--- src/rtl/kpd_pkg.sv ---
// Package: shared selector encoding for the keypad register.
// Assumes two button groups of equal width, low group = directions.
package kpd_pkg;
    typedef enum logic [1:0] {
        GRP_BOTH = 2'b00,
        GRP_LOW  = 2'b01,
        GRP_HIGH = 2'b10,
        GRP_NONE = 2'b11
    } grp_sel_e;
endpackage

--- src/rtl/kpd_sel_reg.sv ---
// Holds the two-bit group selector written by software.
// Assumes the caller extracts the selector field from the write data.
module kpd_sel_reg
    import kpd_pkg::*;
(
    input  logic     clk,
    input  logic     rst_n,
    input  logic     wr_en_i,
    input  logic [1:0] wr_sel_i,
    output grp_sel_e sel_o
);
    grp_sel_e sel_q;

    // Latch the selector on a write; reset chooses both groups.
    always_ff @(posedge clk) begin
        if (!rst_n)       sel_q <= GRP_BOTH;
        else if (wr_en_i) sel_q <= grp_sel_e'(wr_sel_i);
    end

    assign sel_o = sel_q;

    assert_sel_load_R2: assert property (@(posedge clk) disable iff (!rst_n)
        wr_en_i |=> sel_q == grp_sel_e'($past(wr_sel_i)));
    assert_sel_hold_R2: assert property (@(posedge clk) disable iff (!rst_n)
        !wr_en_i |=> $stable(sel_q));
endmodule

--- src/rtl/kpd_group_mux.sv ---
// Builds the active-high "selected key pressed" nibble from the buttons.
// Assumes btn_i holds the low group in [G-1:0] and the high group above it.
module kpd_group_mux
    import kpd_pkg::*;
#(
    parameter int GROUP_W = 4
) (
    input  logic [2*GROUP_W-1:0] btn_i,
    input  grp_sel_e             sel_i,
    output logic [GROUP_W-1:0]   pressed_o,
    output logic                 any_o
);
    logic low_en;
    logic high_en;

    // A group is enabled when its selector bit is clear.
    always_comb begin
        low_en  = ~sel_i[1];
        high_en = ~sel_i[0];
    end

    for (genvar i = 0; i < GROUP_W; i++) begin : g_key
        assign pressed_o[i] = (btn_i[i] & low_en) | (btn_i[i+GROUP_W] & high_en);
    end

    assign any_o = |pressed_o;
endmodule

--- src/rtl/kpd_irq_edge.sv ---
// Turns the level "any selected key pressed" into a one-cycle request.
// Assumes any_i is synchronous to clk.
module kpd_irq_edge (
    input  logic clk,
    input  logic rst_n,
    input  logic any_i,
    output logic irq_o
);
    logic any_q;
    logic irq_q;

    // Remember the last level and pulse on its rising edge.
    always_ff @(posedge clk) begin
        if (!rst_n) begin
            any_q <= 1'b0;
            irq_q <= 1'b0;
        end else begin
            any_q <= any_i;
            irq_q <= any_i & ~any_q;
        end
    end

    assign irq_o = irq_q;

    assert_irq_single_R8: assert property (@(posedge clk) disable iff (!rst_n)
        irq_q |=> !irq_q);
    assert_irq_cause_R8: assert property (@(posedge clk) disable iff (!rst_n)
        irq_q |-> $past(any_i));
    assert_irq_held_R8: assert property (@(posedge clk) disable iff (!rst_n)
        (any_i && any_q) |=> !irq_q);
endmodule

--- src/rtl/kpd_select_reader.sv ---
// Keypad register: software picks a button group; reads return it inverted.
// Assumes btn_i is already debounced and synchronous; 1 = pressed.
module kpd_select_reader
    import kpd_pkg::*;
#(
    parameter int GROUP_W = 4,
    parameter int DATA_W  = 8,
    parameter int SEL_LSB = 4
) (
    input  logic                 clk,
    input  logic                 rst_n,
    input  logic [2*GROUP_W-1:0] btn_i,
    input  logic                 wr_en_i,
    input  logic [DATA_W-1:0]    wr_data_i,
    output logic [DATA_W-1:0]    rd_data_o,
    output logic                 irq_o
);
    localparam int SEL_W = 2;

    grp_sel_e             sel;
    logic [GROUP_W-1:0]   pressed;
    logic                 any_pressed;

    kpd_sel_reg u_sel (
        .clk      (clk),
        .rst_n    (rst_n),
        .wr_en_i  (wr_en_i),
        .wr_sel_i (wr_data_i[SEL_LSB +: SEL_W]),
        .sel_o    (sel)
    );

    kpd_group_mux #(.GROUP_W(GROUP_W)) u_mux (
        .btn_i     (btn_i),
        .sel_i     (sel),
        .pressed_o (pressed),
        .any_o     (any_pressed)
    );

    kpd_irq_edge u_irq (
        .clk   (clk),
        .rst_n (rst_n),
        .any_i (any_pressed),
        .irq_o (irq_o)
    );

    // Compose read data: fixed ones, selector field, inverted key nibble.
    always_comb begin
        rd_data_o                        = '1;
        rd_data_o[SEL_LSB +: SEL_W]      = sel;
        rd_data_o[GROUP_W-1:0]           = ~pressed;
    end

    assert_fixed_ones_R3: assert property (@(posedge clk) disable iff (!rst_n)
        rd_data_o[DATA_W-1:DATA_W-2] == 2'b11);
    assert_none_released_R4: assert property (@(posedge clk) disable iff (!rst_n)
        sel == GRP_NONE |-> rd_data_o[GROUP_W-1:0] == '1);
    assert_none_no_irq_R10: assert property (@(posedge clk) disable iff (!rst_n)
        sel == GRP_NONE |=> !irq_o);
endmodule

--- config.mk ---
export PLATFORM = sky130hd
export DESIGN_NAME = kpd_select_reader
export DESIGN_NICKNAME = d
export VERILOG_FILES = /design/src/rtl/kpd_pkg.sv /design/src/rtl/kpd_sel_reg.sv /design/src/rtl/kpd_group_mux.sv /design/src/rtl/kpd_irq_edge.sv /design/src/rtl/kpd_select_reader.sv
export SDC_FILE = /design/constraint.sdc
export NUM_CORES = 1
export LEC_CHECK = 0
export BUFFER_PORTS_ARGS = -buffer_cell sky130_fd_sc_hd__clkbuf_2
export CORE_AREA = 2 2 39 41
export CTS_BUF_LIST = sky130_fd_sc_hd__clkbuf_16
export CTS_CLUSTER_SIZE = 12
export DETAILED_ROUTE_END_ITERATION = 12
export DIE_AREA = 0 0 41 43
export PLACE_DENSITY = 0.55
export RECOVER_POWER = 50
export SETUP_SLACK_MARGIN = 0.4
export SYNTH_ARGS = -nofsm -noshare
export SYNTH_HDL_FRONTEND = slang
export SYNTH_SLANG_ARGS = --single-unit
--- constraint.sdc ---
create_clock -name clk -period 1.1 [get_ports clk]
set_input_delay 0.22 -clock clk [delete_from_list [all_inputs] [get_ports clk]]
set_output_delay 0.22 -clock clk [all_outputs]
set_load 0.005 [all_outputs]
# Word-level counts from Yosys, hierarchy flattened
# Index checks and enable logic that the tools add are counted.
[totals]
ramBits = 0
mem_bits_ro = 0
latch_bits = 0
input_bits = 19
reg_bits = 4
elab_cells = 21
mem_count = 0
output_inout_bits = 9
[classes]
muxes = 0
n_reduce_logical = 1
shifts = 0
n_div = 0
n_mul = 0
n_eq_ne = 0
order_cmp = 0
addsub = 0
n_bitwise = 17
[op_table]
columns = ["operator", "count"]
rows = [
  ["1-bit AND", 9],
  ["4-bit NOT", 1],
  ["1-bit OR", 4],
  ["4-bit OR reduction", 1],
  ["1-bit NOT", 3],
]

# Depth between registers and ports, before layout
[logic_depth]
ltp_word = 5
ltp_mapped = 3

# Cells and area by module
# Synthesis repeated with hierarchy kept, for this count alone.
[unflattened]
cells_unflattened = 30
hier_area_um2 = 224.0
[modules_own_cells]
columns = ["module", "cells_each", "n_inst", "area_each_um2"]
rows = [
  ["kpd_sel_reg", 6, 1, 72.6],
  ["kpd_group_mux", 13, 1, 62.6],
  ["kpd_irq_edge", 4, 1, 55.1],
  ["kpd_select_reader", 7, 1, 33.8],
]

# Worst setup path before layout
# OpenSTA, ideal clock, no wires.
[synth_path]
kind = "register -> register"
startpoint = "reg u_sel.sel_q[0], in the netlist u_sel.sel_o[0]"
endpoint = "reg u_irq.irq_q, in the netlist u_irq.irq_o"
path_stages_with_launch = 4
t_arrival_ns = 0.917
period_less_slack_ns = 1.050
setup_time_ns = 0.133
slack_ns = 0.050
required_ns = 0.967
path_buffers = 0
cell_sequence = "dfxtp_1 -> nor2b_1 -> a2111oi_2 -> a21oi_1"
[synth_via]
elab_chain_len = 5
word_cells_on_any_way = 11
classes_between = "10 x bitwise; 1 x reduce/logical"
[synth_rtl]
columns = ["item", "line", "source"]
rows = [
  ["start, declared", "kpd_sel_reg.sv:12", "grp_sel_e sel_q;"],
  ["start signal, assigned", "kpd_sel_reg.sv:17", "else if (wr_en_i) sel_q <= grp_sel_e'(wr_sel_i);"],
  ["1-bit NOT (*)", "kpd_group_mux.sv:19", "high_en = ~sel_i[0];"],
  ["1-bit AND", "kpd_group_mux.sv:23", "assign pressed_o[i] = (btn_i[i] & low_en) | (btn_i[i+GROUP_W] & high_en);"],
  ["1-bit OR", "kpd_group_mux.sv:23", ""],
  ["4-bit OR reduction (*)", "kpd_group_mux.sv:26", "assign any_o = |pressed_o;"],
  ["1-bit AND (*)", "kpd_irq_edge.sv:19", "irq_q <= any_i & ~any_q;"],
  ["end signal, assigned", "kpd_irq_edge.sv:19", ""],
  ["end, declared", "kpd_irq_edge.sv:10", "logic irq_q;"],
]
# Every way passes the cells marked *; elsewhere a longest branch is shown, timed or not.
# A chain may end at the register's enable or synchronous reset.

# Worst setup path after layout
[layout_path]
startpoint = "reg u_sel.sel_q[1], in the netlist u_sel.sel_o[1]"
endpoint = "out rd_data_o[3]"
[layout_via]
elab_chain_len = 4
[layout_rtl]
columns = ["item", "line", "source"]
rows = [
  ["1-bit NOT", "kpd_group_mux.sv:18", "low_en = ~sel_i[1];"],
  ["1-bit AND", "kpd_group_mux.sv:23", ""],
  ["1-bit OR", "kpd_group_mux.sv:23", ""],
  ["4-bit NOT", "kpd_select_reader.sv:50", "rd_data_o[GROUP_W-1:0] = ~pressed;"],
  ["end, declared", "kpd_select_reader.sv:15", "output logic [DATA_W-1:0] rd_data_o,"],
]
# No other way between the ends.

==> flow_metrics.py <==
metrics = {
    "final_layout": {
        "drive_above_1_share_pct": 62.75,
        "n_antenna_cell": 0,
        "post-route-util_pct": 34.90,
        "nNetsFinal": 72,
        "fillers": 148,
        "fin_area_sq_um": 483.0,
        "syn2layout_area_growth_pct": 95.94,
    },
    "clocking": {
        "h-tree-depth": 1,
        "numCtsBuffers": 3,
        "insertion_delay_ns": 0.22,
        "cts_root_buffer": "clkbuf_16",
        "clkTransAtPathRegs_ns": 0.03,
        "clkSinkCount": 4,
        "cts_tree": "yes",
        "cts.path.max_buffers": 2,
    },
    "critical_path": {
        "worstPathArrival_ns": 0.97,
        "start_kind": "flip-flop",
        "reg2regPathDepth": 4,
        "slowest_stage": "dfxtp_4",
        "crit_chain": "nor2b_4 -> buf_6 -> a21oi_2 -> clkbuf_2",
        "crit_type": "reg2out",
        "cp_slowest_stage_delay_ns": 0.36,
        "r2r_end": "u_irq.irq_o",
        "cp.required_ns": 0.88,
        "path_delay_family": "flip-flops",
        "rrSetupSlack_ns": -0.02,
        "reg2reg_from": "u_sel.sel_o[0]",
        "path_buf_inv": 2,
        "crit_fanout": 6,
        "endpoint_kind": "primary output",
    },
    "detailed_routing": {
        "wl_per_cell_um": 8.925,
        "antenna_left": 0,
        "vias": 266,
        "drt_first_iter_violations": 0,
        "vias_per_cell": 3.970,
        "drt-total-wl_um": 598,
        "drc": 0,
        "drt_first_pass_iters": 1,
    },
    "pwr": {
        "pwr-share-comb_pct": 13.6,
        "power_frac_clock_pct": 66.8,
        "power_density_mw_per_mm2": 1727,
        "p_sw_uw": 151.1,
        "p_sw_share_pct": 18.11,
        "pwr-share-seq_pct": 19.6,
        "p_total_uw": 834.0,
        "leakage_uw": 0.0002326,
        "peakVddDrop_mv": 0.6602,
        "p_int_uw": 683.0,
    },
    "placement": {
        "dpl.hpwl_um": 495.3,
        "post_dp_cell_area_sq_um": 364.1,
        "gp_congestion": 0.5887,
        "port_buffers": 19,
    },
    "sta": {
        "fin_setup_tns_ns": -0.2743,
        "final.min_clock_period_ns": 1.191,
        "fmax_mhz": 839.6,
        "period_share_pct": 108.3,
        "hold_violations": 0,
        "rsz0062_at_grt": "yes",
        "skew_ns": 0.0009856,
        "setup_viol": 6,
        "slew_violations": 0,
        "whs_ns": 0.2552,
        "worst_slack_ns": -0.09103,
    },
    "flow_run": {
        "drv_cap": 0,
    },
    "floorplanning": {
        "start_util_pct": 17.81,
        "die_y_um": 43,
        "ios": 28,
        "dieWidth_um": 41,
        "die-area_sq_mm": 0.001763,
        "coreArea_sq_mm": 0.001384,
        "placementRows": 14,
    },
    "yosys": {
        "synth_cell_types": 13,
        "yosysTopAreaCell": "dfxtp_1",
        "netlist_area_sq_um": 246.5,
        "synth_top_area_share_pct": 32.49,
        "seq_area_frac_synth_pct": 32.49,
        "synth-seq-cells": 4,
        "yosys-top-cells-area": "dfxtp_1 (32%), nor2b_1 (15%), a2111oi_2 (12%)",
        "ys_warn_count": 0,
        "synth.avg_cell_area_sq_um": 8.803,
        "syn_inst": 28,
    },
    "global_route": {
        "grt_pass1_vias": 271,
        "grt_overflow_total": 0,
        "grt_max_degree": 7,
        "grt_usage_pct": 8.635,
        "antenna_found_initial": 0,
        "grt_pass1_wl_um": 945,
    },
    "run_status": {
        "status": "complete, but fails checks",
        "failed_checks": "setup timing",
    },
    "min_path": {
        "whs_endpoint": "u_irq.irq_o",
        "hold_start": "rst_n",
        "hold_depth": 3,
        "hold_path.class": "in2reg",
    },
}
cell usage after synthesis (all sizes together):
cell type / number
nor2b: 7
dfxtp: 4
a21oi: 3
a2111oi: 2
buf: 2
inv: 2
mux2i: 2
nor2: 2
a21boi: 1
and2b: 1
conb: 1
nand2b: 1
cells by family after synthesis:
kind of cell	after synthesis	synth area share (%)
other cells	1	1.521
flops	4	32.49
simple gates	11	27.42
mux	2	8.122
compound gates	6	21.32
buf+inv	4	9.136
power by group through the flow:
| stage | registers (uW) | logic, uW | clock network (uW) |
|---|---|---|---|
| after floorplan | 165 | 52.7 | 0 |
| after global placement | 166 | 95.8 | 0 |
| after detailed placement | 166 | 98.0 | 0 |
| after CTS | 162 | 106 | 572 |
| after global routing | 165 | 126 | 585 |
| final | 163 | 113 | 557 |
area by class of cell:
type                       count  area [sq um]  share of cell area, %
timing repair buffer          21         120.1                  24.87
multi-input combinational     21         171.4                  35.49
clock buffer                   3         75.07                  15.54
sequential                     4         88.84                  18.39
inverter                       2         7.507                  1.554
tap                           16         20.02                  4.145
worst max-delay path by stage:
| stage | slack [ns] | to | cells past startpoint | from |
|---|---|---|---|---|
| after floorplan | 0.10 | u_irq.irq_o | 3 | u_sel.sel_o[0] |
| after global placement | -0.007 | u_irq.irq_o | 3 | u_sel.sel_o[0] |
| after detailed placement | 0.0008 | u_irq.irq_o | 3 | u_sel.sel_o[0] |
| after CTS | -0.12 | rd_data_o[2] | 3 | u_sel.sel_o[0] |
| after global routing | -0.13 | rd_data_o[2] | 3 | u_sel.sel_o[0] |
| final | -0.09 | rd_data_o[3] | 4 | u_sel.sel_o[1] |
flip-flops by register name, summed over array words and instances (netlist names):
| signal | flops |
|---|---|
| u_irq.any_q | 1 |
| u_sel.sel_o | 2 |
| u_irq.irq_o | 1 |
per-layer routing:
metal | vias to the layer above | share of wire, % | GRT usage, %
li1 | 138 | - | -
met3 | 0 | 13 | 6.283
met2 | 13 | 54 | 13.13
met4 | 0 | 0 | 8.000
met1 | 115 | 32 | 6.431
met5 | - | 0 | 0
through the flow:
| stage | worst slack [ns] | instances |
|---|---|---|
| final | -0.09103 | 67 |
| after global routing | -0.1345 | 67 |
| after CTS | -0.1155 | 67 |
| after detailed placement | 0.0008415 | 63 |
| after global placement | -0.006916 | 63 |
| after floorplan | 0.1026 | 29 |
layout by cell type (no fill, tap or decap), drive strengths merged:
cell and n:
inv 2, nor2 2, and2b 1, a21oi 3, nand2b 1, a21boi 1
dfxtp 4, nor2b 7, buf 4, a2111oi 2, conb 2, mux2i 2
clkbuf 20
worst reg2reg max path, cell delays in order, from the launching register on:
cell       delay (ns)
dfxtp_4          0.36
and2b_1          0.19
buf_4            0.14
a2111oi_4        0.19
a21oi_1          0.11
what timing repair did:
item | in CTS | in global routing
setup buffers | 1 | 0
hold buffers | 0 | 0
endpoints found under the hold margin | 0 | 0
pin swaps | 1 | 1
setup endpoints to repair | 9 | 9
gates cloned | 0 | 0
resized for setup | 4 | 6
Note: power is estimated with default switching activity, not from simulation.
